## src/rtl/pu_pkg.sv

```systemverilog
package pu_pkg;

    localparam int OPC_W  = 4;
    localparam int CTRL_W = 11;

    typedef enum logic [OPC_W-1:0] {
        OPC_ADD  = 4'd0,
        OPC_SUB  = 4'd1,
        OPC_MUL  = 4'd2,
        OPC_MAX  = 4'd3,
        OPC_MIN  = 4'd4,
        OPC_CLT  = 4'd5,
        OPC_CGT  = 4'd6,
        OPC_CEQ  = 4'd7,
        OPC_PASS = 4'd8,
        OPC_NLT  = 4'd13,
        OPC_NGT  = 4'd14,
        OPC_NEQ  = 4'd15
    } pu_opc_e;

    // bit order matters: software packs the control word this way
    typedef struct packed {
        logic             use_const;  // bit 10
        logic             relay;      // bit 9
        logic             cascade;    // bit 8
        logic [OPC_W-1:0] op2;        // bits 7:4
        logic [OPC_W-1:0] op1;        // bits 3:0
    } pu_ctrl_t;

endpackage

```

## src/rtl/pu_scalar_alu.sv

```systemverilog
module pu_scalar_alu #(
    parameter int DATA_W = 16
) (
    input  logic [pu_pkg::OPC_W-1:0] op,
    input  logic signed [DATA_W-1:0] a,
    input  logic signed [DATA_W-1:0] b,
    output logic signed [DATA_W-1:0] y
);
    import pu_pkg::*;

    localparam logic signed [DATA_W-1:0] ONE  = DATA_W'(1);
    localparam logic signed [DATA_W-1:0] ZERO = '0;

    logic lt, gt, eq;

    always_comb begin
        lt = (a < b);
        gt = (a > b);
        eq = (a == b);
        unique case (op)
            OPC_ADD:  y = a + b;
            OPC_SUB:  y = a - b;
            OPC_MUL:  y = a * b;
            OPC_MAX:  y = gt ? a : b;
            OPC_MIN:  y = lt ? a : b;
            OPC_CLT:  y = lt ? ONE : ZERO;
            OPC_CGT:  y = gt ? ONE : ZERO;
            OPC_CEQ:  y = eq ? ONE : ZERO;
            OPC_PASS: y = a;
            OPC_NLT:  y = lt ? ZERO : ONE;
            OPC_NGT:  y = gt ? ZERO : ONE;
            OPC_NEQ:  y = eq ? ZERO : ONE;
            default:  y = ZERO;
        endcase
    end

    always_comb begin
        if (op inside {OPC_CLT, OPC_CGT, OPC_CEQ, OPC_NLT, OPC_NGT, OPC_NEQ}) begin
            AST_CMP_BOOL: assert (y == ZERO || y == ONE)
                else $error("compare result not boolean");
        end
    end

endmodule

```

## src/rtl/pu_cfg_regs.sv

```systemverilog
module pu_cfg_regs #(
    parameter int DATA_W = 16
) (
    input  logic                     clk,
    input  logic                     rst_n,
    input  logic                     we,
    input  logic                     sel,
    input  logic [DATA_W-1:0]        wdata,
    output pu_pkg::pu_ctrl_t         ctrl,
    output logic signed [DATA_W-1:0] konst
);
    import pu_pkg::*;

    typedef struct packed {
        pu_ctrl_t           ctrl;
        logic [DATA_W-1:0]  konst;
    } cfg_state_t;

    cfg_state_t st_d, st_q;

    always_comb begin
        st_d = st_q;
        if (we) begin
            if (sel) st_d.konst = wdata;
            else     st_d.ctrl  = pu_ctrl_t'(wdata[CTRL_W-1:0]);
        end
    end

    always_ff @(posedge clk or negedge rst_n) begin
        if (!rst_n) st_q <= '0;
        else        st_q <= st_d;
    end

    assign ctrl  = st_q.ctrl;
    assign konst = st_q.konst;

    AST_CONST_LOAD: assert property (@(posedge clk) disable iff (!rst_n)
        (we && sel) |=> (konst == $past(wdata))) else $error("constant load");
    AST_CTRL_KEEP: assert property (@(posedge clk) disable iff (!rst_n)
        !(we && !sel) |=> $stable(ctrl)) else $error("control changed without write");

endmodule

```

## src/rtl/dual_alu_pu.sv

```systemverilog
module dual_alu_pu #(
    parameter int DATA_W = 16
) (
    input  logic                     clk,
    input  logic                     rst_n,
    input  logic                     cfg_we,
    input  logic                     cfg_sel,
    input  logic [DATA_W-1:0]        cfg_wdata,
    input  logic                     in_valid,
    input  logic signed [DATA_W-1:0] in_a,
    input  logic signed [DATA_W-1:0] in_b,
    input  logic signed [DATA_W-1:0] in_c,
    output logic                     out_valid,
    output logic signed [DATA_W-1:0] out_data
);
    import pu_pkg::*;

    typedef struct packed {
        logic              vld;
        logic [DATA_W-1:0] data;
    } out_state_t;

    pu_ctrl_t                 ctrl;
    logic signed [DATA_W-1:0] konst;
    logic signed [DATA_W-1:0] opnd_b;
    logic signed [DATA_W-1:0] res1;
    logic signed [DATA_W-1:0] res2;
    out_state_t               st_d, st_q;

    pu_cfg_regs #(.DATA_W(DATA_W)) u_cfg (
        .clk   (clk),
        .rst_n (rst_n),
        .we    (cfg_we),
        .sel   (cfg_sel),
        .wdata (cfg_wdata),
        .ctrl  (ctrl),
        .konst (konst)
    );

    assign opnd_b = ctrl.use_const ? konst : in_b;

    pu_scalar_alu #(.DATA_W(DATA_W)) u_alu1 (
        .op (ctrl.op1),
        .a  (in_a),
        .b  (opnd_b),
        .y  (res1)
    );

    pu_scalar_alu #(.DATA_W(DATA_W)) u_alu2 (
        .op (ctrl.op2),
        .a  (res1),
        .b  (in_c),
        .y  (res2)
    );

    always_comb begin
        st_d     = st_q;
        st_d.vld = in_valid;
        if (in_valid) begin
            if (ctrl.relay)        st_d.data = in_a;
            else if (ctrl.cascade) st_d.data = res2;
            else                   st_d.data = res1;
        end
    end

    always_ff @(posedge clk or negedge rst_n) begin
        if (!rst_n) st_q <= '0;
        else        st_q <= st_d;
    end

    assign out_valid = st_q.vld;
    assign out_data  = st_q.data;

    AST_VALID_FOLLOW: assert property (@(posedge clk) disable iff (!rst_n)
        in_valid |=> out_valid) else $error("valid lost");
    AST_VALID_IDLE: assert property (@(posedge clk) disable iff (!rst_n)
        !in_valid |=> !out_valid) else $error("spurious valid");
    AST_HOLD_IDLE: assert property (@(posedge clk) disable iff (!rst_n)
        !in_valid |=> $stable(out_data)) else $error("output moved while idle");
    AST_RELAY_PASS: assert property (@(posedge clk) disable iff (!rst_n)
        (in_valid && ctrl.relay) |=> (out_data == $past(in_a))) else $error("relay altered data");

endmodule

```

## config.mk

```make
export PLATFORM = sky130hd
export DESIGN_NAME = dual_alu_pu
export DESIGN_NICKNAME = d
export VERILOG_FILES = /design/src/rtl/pu_pkg.sv /design/src/rtl/pu_scalar_alu.sv /design/src/rtl/pu_cfg_regs.sv /design/src/rtl/dual_alu_pu.sv
export SDC_FILE = /design/constraint.sdc
export NUM_CORES = 1
export LEC_CHECK = 0
export ABC_AREA = 1
export CORE_ASPECT_RATIO = 2
export CORE_MARGIN = 2
export CORE_UTILIZATION = 24
export DETAILED_ROUTE_END_ITERATION = 10
export PLACE_DENSITY_LB_ADDON = 0.3
export SYNTH_ARGS = -nofsm -noshare
export SYNTH_HDL_FRONTEND = slang
export SYNTH_SLANG_ARGS = --single-unit
export TNS_END_PERCENT = 1
```

## constraint.sdc

```tcl
create_clock -name clk -period 9.6 [get_ports clk]
set_clock_uncertainty 0.15 [all_clocks]
set_input_delay 1.44 -clock clk [delete_from_list [all_inputs] [get_ports clk]]
set_output_delay 1.44 -clock clk [all_outputs]
set_load 0.02 [all_outputs]
```

==> results.cfg <==
[logic_synthesis]
synth_flop_cell = dfrtp_1
yosysWarnings = 0
syn_area_um2 = 15690
avgSynthCellArea_um2 = 6.541
synthArstFlopShare = 1.000
synth_seq_cells = 44
postSynthNetCount = 2814
synth_cells = 2398
synth_edf_count = 0
synth-seq-area-share = 0.07019
synth_cell_types = 59

[flow_run]
cap_violations = 0

[layout]
diodes = 0
areaGrowthSynthToFinish_pct = 37.79
nNetsFinal = 3328
final_cell_mix = nand2_1, inv_1, buf_4
final_common_cell = nand2_1
drive_above_1_share = 0.2228

[critical_path]
worst_path_max_delay_cell = fa_1
critical_path_buf_inv_count = 16
slowest_delay_ps = 550
path_class = primary input to flop
end_kind = flop
worstPathArrival_ps = 11720
crit_required_ps = 9650
crit_fanout = 4
crit_family = adder cells
cp_common_cell = fa_1
worstSetupStartpointType = primary input

[routing]
drc = 0
ant_nets = 0
vias = 18020
wl_per_cell_um = 21.36
first_pass_iters = 5
drt_iter0_markers = 990
viasPerCell = 4.762
wirelength_um = 80810

[run_status]
violations = negative setup slack
status = finished with violations

[sta]
fmax_mhz = 85.70
setup_viol_count_final = 16
rsz0062_at_grt = true
setup_ws_ps = -2068
relSlewSlack = 0.4221
period_share = 1.215
period_minus_slack_ps = 11670
finalHoldViolCount = 0
tightestPinTransition_ps = 863.7
final_max_slew_viol_count = 0
final.setup.tns_ps = -15680

[clock_tree]
clkSinkCount = 44
cts_tree = yes
clk_latency_ps = 310
clockBufferDepth = 2
clk_pin_slew_ps = 80
cts_buffers = 5
htree_levels = 2
root_buffer = clkbuf_16

[min_path]
hp-class = flop to flop

[global_routing]
overflow = 0
top_usage_layer = met2
grt_usage = 0.2384
use_met3 = 0.02048
grtUsageMet2 = 0.4631
antenna_found_initial = 1
grt_start_max_net_pins = 45
met1_usage = 0.1963
first_global_vias = 18870
grt_pass1_wl_um = 115100

[place]
portBuffers = 85
gp_congestion = 1.004
dp_hpwl_um = 70500

[floorplan]
num_io_pins = 86
die_area_um2 = 67540
fp.dieW_um = 184.8
dieHeight_um = 365.6
num_rows = 132
start_util = 0.2423
coreArea_um2 = 64740
## final cells by class
| class | count | area [um^2] |
|---|---|---|
| tap | 871 | 1090 |
| timing repair buffer | 566 | 4569 |
| clock inverter | 2 | 38.79 |
| fill | 7179 | 43130 |
| multi-input combinational | 1791 | 12760 |
| clock buffer | 6 | 138.9 |
| inverter | 504 | 1918 |
| sequential | 44 | 1101 |
## synthesized netlist by cell type (all sizes together), types with 16 or more instances
cell,number,share of area
ha,185,0.15
inv,489,0.12
o21ai,136,0.045
clkbuf,38,0.0093
dfrtp,44,0.070
buf,21,0.011
nand2,600,0.15
o211ai,35,0.019
xor2,16,0.0089
nor2,269,0.065
nand3,129,0.046
nor3,16,0.0051
a21oi,134,0.044
fa,162,0.21
## state kept, by name, indices dropped and copies added, names as in the netlist
name	count
u_cfg.ctrl	11
out_data	16
out_valid	1
u_cfg.konst	16
## what timing repair did
item                                    CTS  global route
gates resized for setup                  76            30
setup buffers                            13             1
pin swaps                                27            16
hold buffers                              0             0
endpoints found under the setup margin   16            16
## worst paths after layout
kind	slack, ps	from	cells past startpoint	end
worst min-delay path	340	out_data[12]	2	out_data[12]
worst min register to register	340	out_data[12]	2	out_data[12]
worst max-delay path	-2070	in_b[5]	53	out_data[14]
max in group asynchronous	7790	rst_n	2	out_data[9]
min in group asynchronous	1080	rst_n	2	u_cfg.konst[4]
worst max register to register	-1170	u_cfg.ctrl[10]	58	out_data[15]
## worst reg2reg max path: cells and delay by family, from the launching register on
family	cells	cell delay [ps]
adder cells (fa/ha/maj)	14	6220
buffers and inverters	13	1150
XOR/XNOR	1	180
AND/OR/NAND/NOR	28	2470
AO/OA/AOI/OAI	2	160
flip-flops	1	390
## per-layer routing
layer	up-vias	part of all wire
li1	8533	-
met1	8485	0.29
met2	624	0.54
met3	375	0.035
met4	2	0.14
met5	-	0.00012
## cell families after synthesis
kind of cell | Yosys count | share of synthesized area
compound gates | 367 | 0.1383
xor+xnor | 28 | 0.01563
fa+ha+maj | 347 | 0.3543
buf+inv | 563 | 0.1410
flops | 44 | 0.07019
mux | 4 | 0.002871
simple gates | 1045 | 0.2777
## metrics by stage
step | setup slack [ps] | utilization | cells | area, um^2 | hold slack [ps]
after floorplan | -1249 | - | 2398 | 15800 | 295.7
after global placement | -2816 | 0.3245 | 3762 | 21010 | 312.8
after detailed placement | -2833 | 0.3245 | 3762 | 21010 | 316.3
after CTS | -2023 | 0.3321 | 3783 | 21500 | 336.6
after global routing | -2634 | 0.3339 | 3784 | 21610 | 357.9
final | -2068 | 0.3339 | 3784 | 21610 | 338.6
Power is left out: the tool's default activity adds up to more than one toggle a clock period on the data nets, which glitch-free logic cannot reach.
